## src/rtl/drk_pkg.sv

```systemverilog
package drk_pkg;

  typedef enum logic [1:0] {
    ST_IDLE = 2'd0,
    ST_WAIT = 2'd1,
    ST_HOLD = 2'd2
  } drk_state_e;

  typedef struct packed {
    logic captureTag;
    logic clearWait;
    logic bumpWait;
    logic loadTimer;
    logic tickTimer;
    logic setData;
    logic dropData;
  } drk_strobe_t;

endpackage

```

## src/rtl/drk_datapath.sv

```systemverilog
module drk_datapath
  import drk_pkg::*;
#(
  parameter int MASTER_W = 3,
  parameter int ADDR_W = 32,
  parameter int LIFE_W = 16,
  parameter int DEADLINE = 16,
  parameter logic [LIFE_W-1:0] RESET_LIFE = LIFE_W'(16'h8000)
) (
  input  logic                clk,
  input  logic                rstN,
  input  logic                cfgWrEn,
  input  logic [LIFE_W-1:0]   cfgWrLife,
  input  logic [MASTER_W-1:0] reqMaster,
  input  logic [ADDR_W-1:0]   reqAddr,
  input  drk_strobe_t         strobe,
  output logic [LIFE_W-1:0]   lifeValue,
  output logic                tagMatch,
  output logic                waitLast,
  output logic                timerZero,
  output logic                dataHere
);

  localparam int WAIT_W = (DEADLINE > 1) ? $clog2(DEADLINE) : 1;
  localparam logic [WAIT_W-1:0] WAIT_END = WAIT_W'(DEADLINE - 1);

  logic [LIFE_W-1:0]   lifeReg;
  logic [LIFE_W-1:0]   timer;
  logic [WAIT_W-1:0]   waitCnt;
  logic [MASTER_W-1:0] tagMaster;
  logic [ADDR_W-1:0]   tagAddr;

  // programmed lifetime
  always_ff @(posedge clk) begin
    if (!rstN) lifeReg <= RESET_LIFE;
    else if (cfgWrEn) lifeReg <= cfgWrLife;
  end

  // identity of the read that owns the reservation
  always_ff @(posedge clk) begin
    if (!rstN) begin
      tagMaster <= '0;
      tagAddr   <= '0;
    end else if (strobe.captureTag) begin
      tagMaster <= reqMaster;
      tagAddr   <= reqAddr;
    end
  end

  // completion deadline counter
  always_ff @(posedge clk) begin
    if (!rstN) waitCnt <= '0;
    else if (strobe.clearWait) waitCnt <= '0;
    else if (strobe.bumpWait) waitCnt <= waitCnt + 1'b1;
  end

  // lifetime countdown, loaded from a copy of the register at retry time
  always_ff @(posedge clk) begin
    if (!rstN) timer <= '0;
    else if (strobe.loadTimer) timer <= lifeReg;
    else if (strobe.tickTimer) timer <= timer - 1'b1;
  end

  // data presence flag
  always_ff @(posedge clk) begin
    if (!rstN) dataHere <= 1'b0;
    else if (strobe.dropData) dataHere <= 1'b0;
    else if (strobe.setData) dataHere <= 1'b1;
  end

  assign lifeValue = lifeReg;
  assign tagMatch  = (reqMaster == tagMaster) && (reqAddr == tagAddr);
  assign waitLast  = (waitCnt == WAIT_END);
  assign timerZero = (timer == '0);

endmodule

```

## src/rtl/drk_ctrl.sv

```systemverilog
module drk_ctrl
  import drk_pkg::*;
(
  input  logic        clk,
  input  logic        rstN,
  input  logic        reqValid,
  input  logic        fetchDone,
  input  logic        tagMatch,
  input  logic        waitLast,
  input  logic        timerZero,
  input  logic        dataHere,
  output drk_strobe_t strobe,
  output logic        fetchReq,
  output logic        retry,
  output logic        deliver
);

  drk_state_e state, stateNext;
  logic fetchNext, retryNext, deliverNext;

  always_comb begin
    stateNext   = state;
    strobe      = '0;
    fetchNext   = 1'b0;
    retryNext   = 1'b0;
    deliverNext = 1'b0;
    unique case (state)
      ST_IDLE: begin
        if (reqValid) begin
          strobe.captureTag = 1'b1;
          strobe.clearWait  = 1'b1;
          fetchNext         = 1'b1;
          stateNext         = ST_WAIT;
        end
      end
      ST_WAIT: begin
        // busy: any new request is turned away
        retryNext = reqValid;
        if (fetchDone) begin
          deliverNext = 1'b1;
          stateNext   = ST_IDLE;
        end else if (waitLast) begin
          retryNext        = 1'b1;
          strobe.loadTimer = 1'b1;
          stateNext        = ST_HOLD;
        end else begin
          strobe.bumpWait = 1'b1;
        end
      end
      ST_HOLD: begin
        if (reqValid && tagMatch && dataHere) begin
          deliverNext     = 1'b1;
          strobe.dropData = 1'b1;
          stateNext       = ST_IDLE;
        end else begin
          retryNext = reqValid;
          if (timerZero) begin
            strobe.dropData = 1'b1;
            stateNext       = ST_IDLE;
          end else begin
            strobe.tickTimer = 1'b1;
            strobe.setData   = fetchDone;
          end
        end
      end
      default: stateNext = ST_IDLE;
    endcase
  end

  always_ff @(posedge clk) begin
    if (!rstN) begin
      state    <= ST_IDLE;
      fetchReq <= 1'b0;
      retry    <= 1'b0;
      deliver  <= 1'b0;
    end else begin
      state    <= stateNext;
      fetchReq <= fetchNext;
      retry    <= retryNext;
      deliver  <= deliverNext;
    end
  end

endmodule

```

## src/rtl/delayed_read_keeper.sv

```systemverilog
module delayed_read_keeper
  import drk_pkg::*;
#(
  parameter int MASTER_W = 3,
  parameter int ADDR_W = 32,
  parameter int LIFE_W = 16,
  parameter int DEADLINE = 16
) (
  input  logic                clk,
  input  logic                rstN,
  input  logic                cfgWrEn,
  input  logic [LIFE_W-1:0]   cfgWrLife,
  output logic [31:0]         cfgRdData,
  input  logic                reqValid,
  input  logic [MASTER_W-1:0] reqMaster,
  input  logic [ADDR_W-1:0]   reqAddr,
  output logic                fetchReq,
  input  logic                fetchDone,
  output logic                retry,
  output logic                deliver,
  output logic                holdValid
);

  drk_strobe_t strobe;
  logic [LIFE_W-1:0] lifeValue;
  logic tagMatch, waitLast, timerZero, dataHere;

  drk_ctrl u_ctrl (
    .clk(clk), .rstN(rstN), .reqValid(reqValid), .fetchDone(fetchDone),
    .tagMatch(tagMatch), .waitLast(waitLast), .timerZero(timerZero),
    .dataHere(dataHere), .strobe(strobe), .fetchReq(fetchReq),
    .retry(retry), .deliver(deliver)
  );

  drk_datapath #(
    .MASTER_W(MASTER_W), .ADDR_W(ADDR_W), .LIFE_W(LIFE_W), .DEADLINE(DEADLINE)
  ) u_dp (
    .clk(clk), .rstN(rstN), .cfgWrEn(cfgWrEn), .cfgWrLife(cfgWrLife),
    .reqMaster(reqMaster), .reqAddr(reqAddr), .strobe(strobe),
    .lifeValue(lifeValue), .tagMatch(tagMatch), .waitLast(waitLast),
    .timerZero(timerZero), .dataHere(dataHere)
  );

  assign cfgRdData = 32'(lifeValue);
  assign holdValid = dataHere;

endmodule

```

## config.mk

```make
export PLATFORM = sky130hd
export DESIGN_NAME = delayed_read_keeper
export DESIGN_NICKNAME = d
export VERILOG_FILES = /design/src/rtl/drk_pkg.sv /design/src/rtl/drk_datapath.sv /design/src/rtl/drk_ctrl.sv /design/src/rtl/delayed_read_keeper.sv
export SDC_FILE = /design/constraint.sdc
export NUM_CORES = 1
export LEC_CHECK = 0
export CAP_MARGIN = 20
export CORE_MARGIN = 2
export CORE_UTILIZATION = 30
export CTS_BUF_LIST = sky130_fd_sc_hd__clkbuf_2
export DETAILED_ROUTE_END_ITERATION = 12
export PLACE_DENSITY_LB_ADDON = 0.3
export SLEW_MARGIN = 20
export SYNTH_ARGS = -nofsm -noshare
export SYNTH_HDL_FRONTEND = slang
export SYNTH_HIERARCHICAL = 1
export SYNTH_SLANG_ARGS = --single-unit
```

## constraint.sdc

```tcl
create_clock -name clk -period 2.91 [get_ports clk]
set_clock_uncertainty 0.1 [all_clocks]
set_input_delay 0.582 -clock clk [delete_from_list [all_inputs] [get_ports clk]]
set_output_delay 0.582 -clock clk [all_outputs]
set_load 0.02 [all_outputs]
```

Word level (Yosys, flattened, before mapping) --
Cells that the tools add are included.
Operators by class: bitwise gates (word level) 1, reduce and logical (&&, ||, !) cells 10, equality and inequality tests 8, multiplexer cells 27, add/sub/neg operators 2
Operators by type and width (count):
- == test 32 bit | 1
- 2-to-1 mux 16 bit | 2
- 2-to-1 mux 2 bit | 11
- zero test 16 bit | 1
- subtractor 16 x 1 -> 16 bit (second input constant) | 1
- 2-to-1 mux 1 bit | 10
- != test 3 x 2 -> 1 bit (second input constant) | 2
- case mux 2 bit (3 select lines) | 1
- adder 4 x 1 -> 4 bit (second input constant) | 1
- == test 4 bit (second input constant) | 1
- case mux 1 bit (2 select lines) | 2
- OR reduction 2 bit | 2
- == test 3 bit | 1
- logical AND 1 bit | 3
- 2-to-1 mux 3 bit | 1
- AND reduction 3 bit | 1
- == test 2 x 1 -> 1 bit (second input constant) | 1
- == test 2 bit (second input constant) | 1
- zero test 2 bit | 1
- != test 2 bit (second input constant) | 1
- AND reduction 2 bit | 1
- nonzero test 2 bit | 1
- inverter 1 bit | 1
Word-level totals: flip-flop bits (word level) 77, word-level logic and storage cells 58, output and inout bits 36, bits of input ports 56

Longest topological paths before layout --
word-level depth 8, gate-level depth with buffers 11, gate-level depth less buffers 10

By module --
Netlist, hierarchy kept.
Modules (own cells, without submodules):
- drk_datapath | times used 1, cells an instance 332, seq. area each 1441.4 um^2, area each 3350.7 um^2
- drk_ctrl | times used 1, cells an instance 37, seq. area each 100.1 um^2, area each 331.6 um^2
- delayed_read_keeper | times used 1, cells an instance 17, seq. area each 0.0 um^2, area each 123.9 um^2

Worst setup path after synthesis --
No wires, ideal clock.
kind input-to-reg, from in reqAddr[19], to reg u_dp.timer[6], path buffers 1, path slack 0.337 ns, data arrival time 2.357 ns, stages on the path 10, library setup time 0.116 ns, required time 2.694 ns, cell sequence xor2_1 -> nor4_1 -> nand4_1 -> nor3_1 -> nand3_2 -> and3_2 -> nor4bb_1 -> clkbuf_1 -> a211o_1 -> o211a_1
RTL lines:
- start, declared | line delayed_read_keeper.sv:16 | input logic [ADDR_W-1:0] reqAddr,
- end signal, assigned | line drk_datapath.sv:60 | else if (strobe.loadTimer) timer <= lifeReg;
- end signal, assigned | line drk_datapath.sv:61 | else if (strobe.tickTimer) timer <= timer - 1'b1;
- end, declared | line drk_datapath.sv:28 | logic [LIFE_W-1:0] timer;

==> impl_metrics.py <==
metrics = {
    "placement": {
        "hpwlAfterDp_um": 5837,
        "port-buffer-count": 75,
        "placed_cells": 625,
        "place_congestion": 0.7663,
        "place_area_mm2": 0.004731,
    },
    "critical_path": {
        "cp_max_fo": 7,
        "crit_chain": "clkdlybuf4s50_1, xor2_1, nor4_2, nand4_1, nor3_2, nand3_2, and3_2, nor4bb_2, a21boi_0, a211o_1, o211a_1",
        "max_stage_delay_ns": 0.56,
        "cp_data_arrival_time_ns": 2.98,
        "start_kind": "input pin",
        "rr_startpoint": "u_dp/timer[0]",
        "crit_type": "in -> reg",
        "critPathLaunch": "reqMaster[0]",
        "cp.required_ns": 3.25,
        "slowest_stage": "nor4bb_2",
        "cp-end-kind": "flip-flop",
    },
    "global_routing": {
        "grt-ovfl-total": 0,
        "grt_pass1_vias": 2912,
        "grt_max_degree": 40,
        "antenna_found_initial": 0,
        "grt_pass1_wl_um": 13400,
        "grt_usage_pct": 12.50,
    },
    "timing": {
        "setup_viol": 0,
        "drv_slew": 0,
        "fin_crit_ns": 2.640,
        "fmaxAchievable_ghz": 0.3787,
        "maxSlewHeadroom_pct": 54.90,
        "worstMarginPinSlew_ns": 0.6669,
        "rsz0062_at_grt": "no",
        "fin_crit_sh_pct": 90.73,
        "final-hold-violation-count": 0,
    },
    "finish": {
        "final_util_pct": 39.13,
        "num_antenna_cells": 0,
        "area_growth_pct": 28.70,
        "drive_gt1_share_pct": 9.382,
        "instances_no_fill": 641,
        "finalInstanceArea_mm2": 0.004898,
        "final_nets": 526,
    },
    "synthesis": {
        "synth_top_family_by_area": "simple AND/OR/NAND/NOR gates",
        "netlist_instances": 386,
        "synthAdderAreaFrac_pct": 1.972,
        "syn-cell-area_mm2": 0.003806,
        "synth_xor_area_share_pct": 11.28,
        "synth-seq-area-share_pct": 40.50,
        "synth_edf_count": 0,
        "avgSynthCellArea_um2": 9.860,
        "synth_seq_cells": 77,
        "synth_cell_types": 47,
        "synth_ff_type": "dfxtp_1",
        "synth_warnings": 6,
        "synthSimpleGateAreaFrac_pct": 19.99,
        "synth_mux_area_share_pct": 14.20,
        "synth-compound-area-share_pct": 6.213,
        "async_flop_share_pct": 0,
    },
    "power_and_ir_drop": {
        "vdd_drop_max_mv": 0.1746,
        "p_leak_nw": 1.988,
        "power_mw": 2.469,
        "powerDensity_mw_per_mm2": 504.1,
    },
    "die": {
        "rows": 41,
        "core_mm2": 0.01252,
        "ioPinCount": 92,
        "start_util_pct": 30.41,
        "fp.dieH_um": 116.6,
        "fp.dieW_um": 116.6,
        "die_area_mm2": 0.01360,
    },
    "cts": {
        "cts_setup_buffers": 0,
        "clockRootBuffer": "clkbuf_2",
        "htree_levels": 3,
        "cts_tree": "yes",
        "cts_buffers": 9,
        "numClockSinks": 77,
        "clk_latency_ns": 0.52,
        "hold_buffers": 0,
        "path_clk_slew_ns": 0.21,
        "cts_buffer_depth": 2,
        "cts_resized": 0,
    },
    "drt": {
        "vias": 2799,
        "drt-wirelength-per-cell_um": 12.57,
        "dr.pass1.iters": 4,
        "wl_um": 8056,
        "drc": 0,
        "ant_nets": 0,
        "vias_per_cell": 4.367,
        "drtIter0Drc": 100,
    },
    "outcome": {
        "outcome": "completed",
    },
    "hold_path": {
        "hold_path_startpoint": "u_ctrl/state[1]",
        "hold_class": "reg -> reg",
    },
    "flow_run": {
        "drv_cap": 0,
    },
}
## metrics by stage
| step | worst slack, ns | hold WS (ns) | setup TNS [ns] |
|---|---|---|---|
| floorplan | 0.3371 | 0.3515 | 0 |
| global placement | -0.5186 | 0.3637 | -8.654 |
| detailed placement | -0.5801 | 0.3694 | -8.563 |
| CTS | 0.01092 | 0.3884 | 0 |
| global route | 0.08854 | 0.4271 | 0 |
| finish | 0.2697 | 0.3981 | 0 |
## sequential cells by signal, indices dropped and copies added (netlist names)
signal,cells
u_ctrl/deliver,1
u_ctrl/fetchReq,1
u_ctrl/retry,1
u_ctrl/state,2
u_dp/dataHere,1
u_dp/lifeValue,16
u_dp/tagAddr,32
u_dp/tagMaster,3
u_dp/timer,16
u_dp/waitCnt,4
## kinds of logic (layout without fill, tap and decap cells)
logic type / Yosys count / in the layout
and+or+nand+nor: 123 / 123
buffers and inverters: 40 / 108
other: 1 / 16
adders and majority gates: 6 / 6
muxes: 54 / 54
AOI/OAI and AO/OA: 36 / 36
xor gates and xnor gates: 49 / 49
DFF: 77 / 77
## power by group
group	switching [mW]	internal [mW]
clock	0.392	0.289
sequential	0.0575	1.14
combinational	0.276	0.313
total	0.725	1.74
## metal layers
layer / part of all wire (%) / global-route usage, % / up-vias
met5: 0 / 0 / -
met4: 0.43 / 3.294 / 0
met3: 6.4 / 4.048 / 2
met2: 48 / 22.44 / 80
met1: 46 / 14.34 / 1273
li1: - / - / 1444
## area by class of cell
cell class / instances / area (um^2)
Inverter: 7 / 26.28
Fill cell: 1260 / 7619
Clock buffer: 9 / 45.04
Clock inverter: 7 / 98.84
Tap cell: 172 / 215.2
Sequential cell: 77 / 1541
Timing Repair Buffer: 85 / 845.8
Multi-Input combinational cell: 284 / 2126
## cell usage after synthesis, types with 2 or more instances
library cell / number / share of area [%]
dfxtp_1: 77 / 40
mux2i_1: 54 / 14
nor2b_1: 52 / 8.5
xor2_1: 39 / 9.0
buf_4: 17 / 3.4
nand2_1: 13 / 1.3
clkbuf_1: 12 / 1.2
o21ai_0: 12 / 1.6
a21oi_1: 10 / 1.3
xnor2_1: 10 / 2.3
nor2_1: 9 / 0.89
nor4_1: 9 / 1.5
nor3_1: 8 / 1.1
ha_1: 6 / 2.0
inv_1: 6 / 0.59
nand4_1: 5 / 0.82
buf_2: 4 / 0.53
nand3_1: 4 / 0.53
o211a_1: 4 / 1.1
and2_1: 3 / 0.49
nor3b_1: 3 / 0.59
a211oi_1: 2 / 0.39
a31oi_1: 2 / 0.33
and3_2: 2 / 0.39
## worst paths after layout
kind | to | slack [ns] | depth (start not counted)
min | u_ctrl/state[1] | 0.40 | 2
min reg2reg | u_ctrl/state[1] | 0.40 | 2
max | u_dp/timer[6] | 0.27 | 11
max reg2reg | u_dp/timer[6] | 0.39 | 9
## critical path: cells and delay by family
kind,cells,cell delay [ns]
AO/OA/AOI/OAI,3,0.61
XOR/XNOR,1,0.19
AND/OR/NAND/NOR,6,1.08
buffers and inverters,1,0.51
## layout by cell type (no fill, tap or decap), types with 2 or more instances in the layout
cell             count
nand4_1              5
xnor2_1             10
inv_1                6
buf_4                8
conb_1              16
xor2_1              39
o211a_1              4
mux2i_1             54
clkinv_4             2
a211oi_1             2
nor2_1               9
nor4_2               3
a31oi_1              2
buf_12               2
and3_2               2
clkbuf_2             9
nor3_1               7
nor3b_1              3
a21oi_1             10
bufinv_16            2
nand2_1             13
clkdlybuf4s50_1     74
nand3_1              4
dfxtp_1             77
ha_1                 6
nor2b_1             52
and2_1               3
o21ai_0             12
nor4_1               7
No activity file was read; power rests on OpenSTA's default activity.
